`src/rtl/dac_i2c_pkg.sv`:
```
package dac_i2c_pkg;

  localparam int BYTE_W = 8;
  localparam int WORD_W = 2 * BYTE_W;

  typedef enum logic [2:0] {
    ST_IDLE,
    ST_ADDR,
    ST_RX,
    ST_ACK,
    ST_TX,
    ST_MACK
  } bus_state_t;

  typedef enum logic [1:0] {
    SLOT_CMD,
    SLOT_HI,
    SLOT_LO
  } wr_slot_t;

  localparam logic [3:0] OPC_GATED_FIRST = 4'h1;
  localparam logic [3:0] OPC_GATED_LAST  = 4'h3;
  localparam logic [3:0] OPC_LOAD        = 4'h4;

  function automatic logic opc_gated(input logic [BYTE_W-1:0] c);
    return (c[7:4] >= OPC_GATED_FIRST) && (c[7:4] <= OPC_GATED_LAST);
  endfunction

  function automatic logic opc_load(input logic [BYTE_W-1:0] c);
    return c[7:4] == OPC_LOAD;
  endfunction

endpackage

```
`src/rtl/dac_i2c_line_sync.sv`:
```
module dac_i2c_line_sync #(
  parameter int STAGES = 2
) (
  input  logic clk,
  input  logic rst_n,
  input  logic scl_i,
  input  logic sda_i,
  output logic scl_s,
  output logic sda_s,
  output logic scl_rise,
  output logic scl_fall,
  output logic start_ev,
  output logic stop_ev
);

  logic [STAGES-1:0] scl_sh;
  logic [STAGES-1:0] sda_sh;
  logic              scl_d;
  logic              sda_d;

  always_ff @(posedge clk or negedge rst_n) begin
    if (!rst_n) begin
      scl_sh <= '1;
      sda_sh <= '1;
      scl_d  <= 1'b1;
      sda_d  <= 1'b1;
    end else begin
      scl_sh <= {scl_sh[STAGES-2:0], scl_i};
      sda_sh <= {sda_sh[STAGES-2:0], sda_i};
      scl_d  <= scl_sh[STAGES-1];
      sda_d  <= sda_sh[STAGES-1];
    end
  end

  assign scl_s    = scl_sh[STAGES-1];
  assign sda_s    = sda_sh[STAGES-1];
  assign scl_rise = scl_s & ~scl_d;
  assign scl_fall = ~scl_s & scl_d;
  assign start_ev = scl_s & scl_d & sda_d & ~sda_s;
  assign stop_ev  = scl_s & scl_d & ~sda_d & sda_s;

endmodule

```
`src/rtl/dac_i2c_addr_match.sv`:
```
module dac_i2c_addr_match #(
  parameter logic [6:0] DEV_ADDR   = 7'h3A,
  parameter logic [6:0] BCAST_ADDR = 7'h0F
) (
  input  logic [7:0] addr_byte,
  output logic       hit,
  output logic       bcast_hit
);

  logic [6:0] addr;
  logic       rd;

  assign addr      = addr_byte[7:1];
  assign rd        = addr_byte[0];
  assign bcast_hit = (addr == BCAST_ADDR) && !rd;
  assign hit       = (addr == DEV_ADDR) || bcast_hit;

endmodule

```
`src/rtl/dac_i2c_cmd_class.sv`:
```
module dac_i2c_cmd_class
  import dac_i2c_pkg::*;
(
  input  logic [BYTE_W-1:0] cmd,
  input  logic              gate,
  input  logic              bcast,
  output logic              drop
);

  logic gated_hit;
  logic group_reject;

  assign gated_hit    = opc_gated(cmd) && gate;
  assign group_reject = bcast && !opc_load(cmd);
  assign drop         = gated_hit || group_reject;

endmodule

```
`src/rtl/dac_i2c_slave.sv`:
```
module dac_i2c_slave
  import dac_i2c_pkg::*;
#(
  parameter logic [6:0] DEV_ADDR    = 7'h3A,
  parameter logic [6:0] BCAST_ADDR  = 7'h0F,
  parameter int         SYNC_STAGES = 2
) (
  input  logic              clk,
  input  logic              rst_n,
  input  logic              scl_i,
  input  logic              sda_i,
  output logic              sda_oe,
  input  logic              hold_req,
  output logic [BYTE_W-1:0] rd_cmd,
  input  logic [WORD_W-1:0] rd_word,
  output logic              cmd_valid,
  output logic [BYTE_W-1:0] cmd_byte,
  output logic [WORD_W-1:0] cmd_data,
  output logic              cmd_bcast
);

  localparam logic [3:0] LAST_BIT = 4'(BYTE_W);

  logic scl_s, sda_s, scl_rise, scl_fall, start_ev, stop_ev;

  dac_i2c_line_sync #(.STAGES(SYNC_STAGES)) u_sync (
    .clk(clk), .rst_n(rst_n), .scl_i(scl_i), .sda_i(sda_i),
    .scl_s(scl_s), .sda_s(sda_s), .scl_rise(scl_rise), .scl_fall(scl_fall),
    .start_ev(start_ev), .stop_ev(stop_ev)
  );

  bus_state_t        state;
  wr_slot_t          slot;
  logic [3:0]        bit_cnt;
  logic [BYTE_W-1:0] rx_sh;
  logic [BYTE_W-1:0] tx_sh;
  logic [BYTE_W-1:0] cmd_q;
  logic [BYTE_W-1:0] hi_q;
  logic              to_tx;
  logic              tx_sel;
  logic              bcast_q;
  logic              gate_q;
  logic              drop_q;
  logic              mack_q;

  logic              addr_hit, addr_bcast;
  logic              drop_now;
  logic              gate_now;
  logic [BYTE_W-1:0] tx_next;

  assign gate_now = gate_q | hold_req;
  assign tx_next  = tx_sel ? rd_word[BYTE_W-1:0] : rd_word[WORD_W-1:BYTE_W];

  dac_i2c_addr_match #(.DEV_ADDR(DEV_ADDR), .BCAST_ADDR(BCAST_ADDR)) u_addr (
    .addr_byte(rx_sh), .hit(addr_hit), .bcast_hit(addr_bcast)
  );

  dac_i2c_cmd_class u_class (
    .cmd(rx_sh), .gate(gate_now), .bcast(bcast_q), .drop(drop_now)
  );

  always_ff @(posedge clk or negedge rst_n) begin
    if (!rst_n) begin
      state     <= ST_IDLE;
      slot      <= SLOT_CMD;
      bit_cnt   <= '0;
      rx_sh     <= '0;
      tx_sh     <= '0;
      cmd_q     <= '0;
      hi_q      <= '0;
      to_tx     <= 1'b0;
      tx_sel    <= 1'b0;
      bcast_q   <= 1'b0;
      gate_q    <= 1'b0;
      drop_q    <= 1'b0;
      mack_q    <= 1'b0;
      sda_oe    <= 1'b0;
      rd_cmd    <= '0;
      cmd_valid <= 1'b0;
      cmd_byte  <= '0;
      cmd_data  <= '0;
      cmd_bcast <= 1'b0;
    end else begin
      cmd_valid <= 1'b0;
      if (hold_req) gate_q <= 1'b1;
      if (start_ev) begin
        state   <= ST_ADDR;
        slot    <= SLOT_CMD;
        bit_cnt <= '0;
        sda_oe  <= 1'b0;
        drop_q  <= 1'b0;
        gate_q  <= hold_req;
      end else if (stop_ev) begin
        state  <= ST_IDLE;
        sda_oe <= 1'b0;
      end else begin
        unique case (state)
          ST_ADDR, ST_RX: begin
            if (scl_rise && bit_cnt != LAST_BIT) begin
              rx_sh   <= {rx_sh[BYTE_W-2:0], sda_s};
              bit_cnt <= bit_cnt + 4'd1;
            end
            if (scl_fall && bit_cnt == LAST_BIT) begin
              bit_cnt <= '0;
              if (state == ST_ADDR) begin
                if (addr_hit) begin
                  state   <= ST_ACK;
                  sda_oe  <= 1'b1;
                  to_tx   <= rx_sh[0];
                  tx_sel  <= 1'b0;
                  bcast_q <= addr_bcast;
                end else begin
                  state <= ST_IDLE;
                end
              end else begin
                state <= ST_ACK;
                to_tx <= 1'b0;
                unique case (slot)
                  SLOT_CMD: begin
                    cmd_q  <= rx_sh;
                    rd_cmd <= rx_sh;
                    drop_q <= drop_now;
                    sda_oe <= 1'b1;
                    slot   <= SLOT_HI;
                  end
                  SLOT_HI: begin
                    hi_q   <= rx_sh;
                    sda_oe <= !drop_q;
                    slot   <= SLOT_LO;
                  end
                  default: begin
                    sda_oe <= !drop_q;
                    slot   <= SLOT_CMD;
                    if (!drop_q) begin
                      cmd_valid <= 1'b1;
                      cmd_byte  <= cmd_q;
                      cmd_data  <= {hi_q, rx_sh};
                      cmd_bcast <= bcast_q;
                    end
                  end
                endcase
              end
            end
          end
          ST_ACK: begin
            if (scl_fall) begin
              if (to_tx) begin
                state   <= ST_TX;
                tx_sh   <= tx_next;
                sda_oe  <= ~tx_next[BYTE_W-1];
                tx_sel  <= ~tx_sel;
                bit_cnt <= '0;
              end else begin
                state  <= ST_RX;
                sda_oe <= 1'b0;
              end
            end
          end
          ST_TX: begin
            if (scl_rise && bit_cnt != LAST_BIT) bit_cnt <= bit_cnt + 4'd1;
            if (scl_fall) begin
              if (bit_cnt == LAST_BIT) begin
                state   <= ST_MACK;
                sda_oe  <= 1'b0;
                bit_cnt <= '0;
              end else begin
                sda_oe <= ~tx_sh[BYTE_W-2];
                tx_sh  <= {tx_sh[BYTE_W-2:0], 1'b0};
              end
            end
          end
          ST_MACK: begin
            if (scl_rise) mack_q <= ~sda_s;
            if (scl_fall) begin
              if (mack_q) begin
                state  <= ST_TX;
                tx_sh  <= tx_next;
                sda_oe <= ~tx_next[BYTE_W-1];
                tx_sel <= ~tx_sel;
              end else begin
                state <= ST_IDLE;
              end
            end
          end
          default: ;
        endcase
      end
    end
  end

  // strobe lasts one clock
  assert_strobe_single_R4: assert property (@(posedge clk) disable iff (!rst_n)
    cmd_valid |=> !cmd_valid);

  // an executed command is always acknowledged on its last byte
  assert_strobe_acked_R5: assert property (@(posedge clk) disable iff (!rst_n)
    cmd_valid |-> sda_oe);

  // the group address only ever yields a load strobe
  assert_bcast_load_R8: assert property (@(posedge clk) disable iff (!rst_n)
    (cmd_valid && cmd_bcast) |-> opc_load(cmd_byte));

  // SDA is only pulled low while SCL is low
  assert_pull_scl_low_R9: assert property (@(posedge clk) disable iff (!rst_n)
    $rose(sda_oe) |-> !scl_s);

  // STOP releases the line
  assert_stop_release_R11: assert property (@(posedge clk) disable iff (!rst_n)
    stop_ev |=> !sda_oe);

  // idle never drives the bus
  assert_idle_released_R3: assert property (@(posedge clk) disable iff (!rst_n)
    (state == ST_IDLE) |-> !sda_oe);

endmodule

```
`config.mk`:
```
export PLATFORM = sky130hd
export DESIGN_NAME = dac_i2c_slave
export DESIGN_NICKNAME = d
export VERILOG_FILES = /design/src/rtl/dac_i2c_pkg.sv /design/src/rtl/dac_i2c_line_sync.sv /design/src/rtl/dac_i2c_addr_match.sv /design/src/rtl/dac_i2c_cmd_class.sv /design/src/rtl/dac_i2c_slave.sv
export SDC_FILE = /design/constraint.sdc
export NUM_CORES = 1
export LEC_CHECK = 0
export BUFFER_PORTS_ARGS = -buffer_cell sky130_fd_sc_hd__buf_2
export CAP_MARGIN = 0
export CORE_AREA = 2 2 118 120
export DETAILED_ROUTE_END_ITERATION = 10
export DIE_AREA = 0 0 120 122
export PLACE_DENSITY = 0.51
export SLEW_MARGIN = 30
export SYNTH_ARGS = -nofsm -noshare
export SYNTH_HDL_FRONTEND = slang
export SYNTH_SLANG_ARGS = --single-unit
```
`constraint.sdc`:
```
create_clock -name clk -period 2.95 [get_ports clk]
set_input_delay 0.59 -clock clk [delete_from_list [all_inputs] [get_ports clk]]
set_output_delay 0.59 -clock clk [all_outputs]
set_load 0.01 [all_outputs]
```
==> results of run 1 <==
==> critical path: stages (launching register included) <==
cell,delay [ns]
dfrtp_1,0.41
inv_1,0.09
ha_1,0.16
nand3b_1,0.20
or3_4,0.46
or3b_1,0.61
mux2_4,0.37
==> metrics by stage <==
stage | power [W] | utilization
2_1_floorplan | 0.00156 | -
3_3_place_gp | 0.00170 | 0.306
3_5_place_dp | 0.00170 | 0.306
4_1_cts | 0.00292 | 0.330
5_1_grt | 0.00302 | 0.330
6_report | 0.00287 | 0.330
==> area by class of cell <==
type / count / area (µm²)
fillers: 1356 / 9040
inverters: 7 / 26.3
multi-input cells: 204 / 1590
clock buffers: 10 / 229
repair buffers: 59 / 312
flip-flops and latches: 79 / 1980
well taps: 180 / 225
clock inverters: 6 / 93.8
==> layer usage <==
layer | up-vias | track usage | part of all wire
met2 | 47 | 0.167 | 0.46
met3 | 16 | 0.0243 | 0.033
met4 | 0 | 0.0647 | 0.028
met5 | - | 0 | 0
met1 | 1258 | 0.153 | 0.48
li1 | 1203 | - | -
==> cells by family after synthesis <==
group / share of synthesized area
adder cells (fa/ha/maj): 0.00680
buffers and inverters: 0.0289
XOR/XNOR: 0.0143
flip-flops: 0.539
multiplexers: 0.212
AO/OA/AOI/OAI: 0.0840
AND/OR/NAND/NOR: 0.115
==> where the power goes <==
part | switching, W | internal [W] | total [W]
registers | 0.000157 | 0.00118 | 0.00134
clock network | 0.000447 | 0.000748 | 0.00120
logic | 0.000174 | 0.000166 | 0.000340
==> flip-flops by register name, summed over array words and instances, names as in the netlist, 2 cells and up <==
register / count
u_sync.sda_sh: 2
state: 3
cmd_byte: 8
bit_cnt: 4
cmd_q: 8
rx_sh: 8
hi_q: 8
u_sync.scl_sh: 2
cmd_data: 16
slot: 2
tx_sh: 7
==> worst paths after layout <==
check	startpoint	slack, ns	cells after the start	endpoint
worst min register to register	u_sync.sda_sh[0]	0.36	0	u_sync.sda_sh[1]
worst max register to register	bit_cnt[0]	0.55	6	hi_q[3]
worst max-delay path	bit_cnt[0]	0.55	6	hi_q[3]
worst min-delay path	rst_n	0.27	1	cmd_data[5]
max in group asynchronous	rst_n	2.14	1	tx_sh[0]
min in group clk	scl_i	0.35	1	u_sync.scl_sh[0]
==> cells in the final DEF, fill, tap and decap left out, types with 5 or more instances in the layout <==
master,instances
nor2b_1,5
dfstp_2,6
nand3_1,10
nand2_1,25
inv_1,7
o21ai_0,16
buf_2,54
dfrtp_1,73
mux2_2,49
a21oi_1,6
mux2_4,8
clkbuf_16,9
mux2i_1,11
nor2_1,18
==> impl_metrics.env, run 1 <==
export IMPL_yosysSeqAreaShare=0.539
export IMPL_core_area_um2=13500
export IMPL_dr_pass1_iters=4
export IMPL_synth_cell_types=48
export IMPL_timing_hold_violations_final=0
export IMPL_cts_hold_fix_buffers=0
export IMPL_insertion_delay_ns=0.33
export IMPL_tritoncts="done"
export IMPL_initial_utilization=0.273
export IMPL_antennaDiodeCount=0
export IMPL_dieArea_um2=14600
export IMPL_io_pins=56
export IMPL_grtUsageTotal=0.113
export IMPL_cp_end_kind="flip-flop"
export IMPL_worst_pin_slew_ns=0.738
export IMPL_powerDensity_nw_per_um2=644
export IMPL_outcome="completed"
export IMPL_cts_buffer_depth=2
export IMPL_slew_limit_headroom=0.508
export IMPL_cts_buffers=9
export IMPL_hpwlAfterDp_um=5410
export IMPL_wire_per_inst_um=14.3
export IMPL_fin_skew_ns=0.00704
export IMPL_synthTopCellsByArea="dfrtp_1 (50%), mux2_2 (15%), dfstp_2 (4.3%)"
export IMPL_synth_flop_cell="dfrtp_1"
export IMPL_wl_um=7780
export IMPL_hold_path_class="in -> async"
export IMPL_die_width_um=120
export IMPL_dp_cells=529
export IMPL_gr_total_overflow=0
export IMPL_numPortBuffers=55
export IMPL_syn_area_per_cell_um2=12.1
export IMPL_finalInstanceArea_um2=4460
export IMPL_synth_nets=327
export IMPL_slew_viol_final=0
export IMPL_cp_arrival_ns=2.62
export IMPL_antenna_left=0
export IMPL_synth_top_cell_area_share=0.496
export IMPL_setup_tns_final_ns=0
export IMPL_h_tree_depth=3
export IMPL_rows=43
export IMPL_rsz0062_at_grt="false"
export IMPL_holdWs_ns=0.275
export IMPL_first_iter_violations=126
export IMPL_die_h_um=122
export IMPL_area_growth_syn_to_layout_pct=21.2
export IMPL_grt_antenna_before_repair=0
export IMPL_final_cells=545
export IMPL_grt_pass1_vias=2448
export IMPL_cap_violations=0
export IMPL_vias=2524
export IMPL_required_ns=3.17
export IMPL_worstSetupPathType="reg -> reg"
export IMPL_start_kind="flip-flop"
export IMPL_fmax_ghz=0.416
export IMPL_grt_max_degree=80
export IMPL_synth_common_cells="dfrtp_1 (73), mux2_2 (49), nand2_1 (25)"
export IMPL_period_minus_slack_ns=2.40
export IMPL_root_buffer="clkbuf_16"
export IMPL_synthesis_instances=304
export IMPL_clock_sinks=79
export IMPL_period_share=0.815
export IMPL_vias_per_cell=4.63
export IMPL_synth_top_area_cell="dfrtp_1"
export IMPL_cp_max_fo=9
export IMPL_ir_drop_mv=0.251
export IMPL_fin_nets=383
export IMPL_setup_viol=0
export IMPL_grt_pass1_wl_um=12900
export IMPL_cts_clk_slew_worst_paths_ns=0.06
export IMPL_yosysWarnings=0
export IMPL_fin_ws_ns=0.546
export IMPL_drive_gt1_frac=0.384
export IMPL_gp_congestion=0.838
export IMPL_synth_async_reset_ratio=1.00
export IMPL_route_detailed_drc=0
export IMPL_synthesis_area_um2=3680
export IMPL_dpl_cell_area_um2=4140
export IMPL_post_synth_top_count_cell="dfrtp_1"
export IMPL_post_cts_buffers=0
export IMPL_leakagePower_nw=2.17
export IMPL_ctsResizeCount=0
export IMPL_synth_edf_count=0
export IMPL_dp_slack_ns=0.555
export IMPL_synth_seq_cells=79
(Power assumes the default switching activity.)
==> run 2: changes to the inputs <==
--- a/config.mk
+++ b/config.mk
@@ -5,12 +5,13 @@
 export SDC_FILE = /design/constraint.sdc
 export NUM_CORES = 1
 export LEC_CHECK = 0
+export ABC_AREA = 1
 export BUFFER_PORTS_ARGS = -buffer_cell sky130_fd_sc_hd__buf_2
 export CAP_MARGIN = 0
-export CORE_AREA = 2 2 118 120
+export CORE_AREA = 2 2 120 122
 export DETAILED_ROUTE_END_ITERATION = 10
-export DIE_AREA = 0 0 120 122
-export PLACE_DENSITY = 0.51
+export DIE_AREA = 0 0 122 124
+export PLACE_DENSITY = 0.5
 export SLEW_MARGIN = 30
 export SYNTH_ARGS = -nofsm -noshare
 export SYNTH_HDL_FRONTEND = slang
==> constraint.sdc (replaced) <==
create_clock -name clk -period 2.3 [get_ports clk]
set_input_delay 0.46 -clock clk [delete_from_list [all_inputs] [get_ports clk]]
set_output_delay 0.46 -clock clk [all_outputs]
set_load 0.01 [all_outputs]
==> impl_metrics.env, run 2 <==
export IMPL_outcome="completed"
export IMPL_syn_area_per_cell_um2=8.44
export IMPL_cpMaxStageDelayCell="dfrtp_1"
export IMPL_yosysWarnings=0
export IMPL_yosysSeqAreaShare=0.523
export IMPL_ff2ff_setup_slack_ns=0.37
export IMPL_wire_per_inst_um=12.6
export IMPL_fin_nets=532
export IMPL_grt_pass1_vias=3064
export IMPL_antenna_left=0
export IMPL_leakagePower_nw=2.32
export IMPL_slew_viol_final=0
export IMPL_antennaDiodeCount=0
export IMPL_met2_length_um=3950
export IMPL_layout_common_cells="nand2_1 (155), dfrtp_1 (73), buf_2 (54), inv_1 (44), o21ai_0 (34)"
export IMPL_ff2ff_path_depth=9
export IMPL_period_share=0.840
export IMPL_ir_drop_mv=0.322
export IMPL_dr_pass1_iters=5
export IMPL_cap_violations=0
export IMPL_fmax_ghz=0.518
export IMPL_synth_cell_types=35
export IMPL_start_kind="flip-flop"
export IMPL_die_h_um=124
export IMPL_timing_hold_violations_final=0
export IMPL_synth_edf_count=0
export IMPL_cts_buffer_depth=2
export IMPL_r2r_start="bit_cnt[0]"
export IMPL_synth_nets=473
export IMPL_dieArea_um2=15100
export IMPL_synthesis_area_um2=3800
export IMPL_path_cells="inv_1 > ha_1 > nand3_1 > nor2_4 > nand2_2 > o21ai_2 > nand2_2 > nand2_1 > o21ai_2"
export IMPL_setup_viol=0
export IMPL_wl_um=8730
export IMPL_vias=3037
export IMPL_final_cells=694
export IMPL_core_area_um2=13700
export IMPL_post_synth_top_count_cell="nand2_1"
export IMPL_grtUsageTotal=0.129
export IMPL_initial_utilization=0.277
export IMPL_insertion_delay_ns=0.35
export IMPL_wl_met3_um=479
export IMPL_clock_sinks=79
export IMPL_vias_per_cell=4.38
export IMPL_cp_end_kind="flip-flop"
export IMPL_setup_tns_final_ns=0
export IMPL_numPortBuffers=55
export IMPL_tritoncts="done"
export IMPL_largest_register="cmd_data"
export IMPL_cts_hold_fix_buffers=0
export IMPL_post_cts_buffers=0
export IMPL_rows=43
export IMPL_cp_arrival_ns=2.16
export IMPL_slowest_delay_ns=0.40
export IMPL_rsz0062_at_grt="false"
export IMPL_ctsResizeCount=0
export IMPL_root_buffer="clkbuf_16"
export IMPL_slew_limit_headroom=0.670
export IMPL_synth_flop_cell="dfrtp_1"
export IMPL_synth_seq_cells=79
export IMPL_route_detailed_drc=0
export IMPL_synth_top_cell_area_share=0.481
export IMPL_area_growth_syn_to_layout_pct=19.7
export IMPL_gp_congestion=0.886
export IMPL_io_pins=56
export IMPL_dpl_cell_area_um2=4250
export IMPL_synthesis_instances=450
export IMPL_die_width_um=122
export IMPL_synth_top_area_cell="dfrtp_1"
export IMPL_cts_buffers=9
export IMPL_fin_skew_ns=0.00652
export IMPL_final_common_cell="nand2_1"
export IMPL_grt_pass1_wl_um=15100
export IMPL_powerDensity_nw_per_um2=940
export IMPL_largest_register_ffs=16
export IMPL_first_iter_violations=163
export IMPL_synth_async_reset_ratio=1.00
export IMPL_finalInstanceArea_um2=4540
export IMPL_h_tree_depth=3
export IMPL_top_layer="met4"
export IMPL_cts_clk_slew_worst_paths_ns=0.06
export IMPL_cp_max_fo=17
export IMPL_hpwlAfterDp_um=6380
export IMPL_synth_common_cells="nand2_1 (155), dfrtp_1 (73), inv_1 (44)"
export IMPL_worst_pin_slew_ns=0.493
export IMPL_grt_max_degree=44
export IMPL_worstSetupPathType="reg -> reg"
export IMPL_wl_met1_um=4190
export IMPL_required_ns=2.53
export IMPL_dp_cells=678
export IMPL_gr_total_overflow=0
export IMPL_synthTopCellsByArea="dfrtp_1 (48%), nand2_1 (15%), o21ai_0 (4.5%)"
export IMPL_hold_path_class="in -> async"
export IMPL_timing_rr_end="hi_q[3]"
export IMPL_drive_gt1_frac=0.230
export IMPL_period_minus_slack_ns=1.93
export IMPL_grt_antenna_before_repair=0
[run 2: worst max-delay path by stage]
| stage | startpoint | to | slack, ns |
|---|---|---|---|
| 4_1_cts | bit_cnt[0] | cmd_q[6] | 0.37 |
| 3_5_place_dp | bit_cnt[0] | cmd_q[1] | 0.37 |
| 2_1_floorplan | bit_cnt[0] | hi_q[6] | 0.60 |
| 3_3_place_gp | bit_cnt[0] | cmd_q[0] | 0.42 |
| 5_1_grt | bit_cnt[0] | hi_q[3] | 0.15 |
| 6_report | bit_cnt[0] | hi_q[3] | 0.37 |
[run 2: power breakdown]
part / total (W) / internal (W) / leakage, nW / switching (W)
sequential: 0.00176 / 0.00158 / 1.05 / 0.000181
clock: 0.00139 / 0.000777 / 0.138 / 0.000609
combinational: 0.00112 / 0.000355 / 1.13 / 0.000765
total: 0.00427 / 0.00272 / 2.32 / 0.00155
[run 2: kinds of logic after synthesis]
| family | synth area share |
|---|---|
| adder cells (fa/ha/maj) | 0.00659 |
| flip-flops | 0.523 |
| AND/OR/NAND/NOR | 0.262 |
| XOR/XNOR | 0.00231 |
| AO/OA/AOI/OAI | 0.130 |
| buffers and inverters | 0.0758 |
[run 2: worst max-delay path, delay by kind of cell, from the launching register on]
family                   cells  cell delay, ns
flip-flops                   1            0.40
AND/OR/NAND/NOR              5            0.88
buffers and inverters        1            0.10
adder cells (fa/ha/maj)      1            0.17
AO/OA/AOI/OAI                2            0.25
[run 2: layout make-up]
cell class | instances | area, µm²
fillers | 1488 | 9180
repair buffers | 60 | 328
clock buffers | 10 | 239
well taps | 180 | 225
inverters | 50 | 190
flip-flops and latches | 79 | 1980
multi-input cells | 309 | 1520
clock inverters | 6 | 52.6
[run 2: routing by layer]
metal / up-vias / track usage
li1: 1568 / -
met5: - / 0
met4: 0 / 0.0431
met2: 62 / 0.207
met3: 10 / 0.0412
met1: 1397 / 0.165
[run 2: metrics by stage]
stage	util	hold WS, ns	setup WS (ns)	power, W
finish	0.331	0.0779	0.368	0.00427
CTS	0.331	0.0897	0.368	0.00433
global route	0.331	0.115	0.152	0.00461
floorplan	-	0.164	0.596	0.00260
detailed placement	0.310	0.348	0.369	0.00292
global placement	0.310	0.348	0.424	0.00290
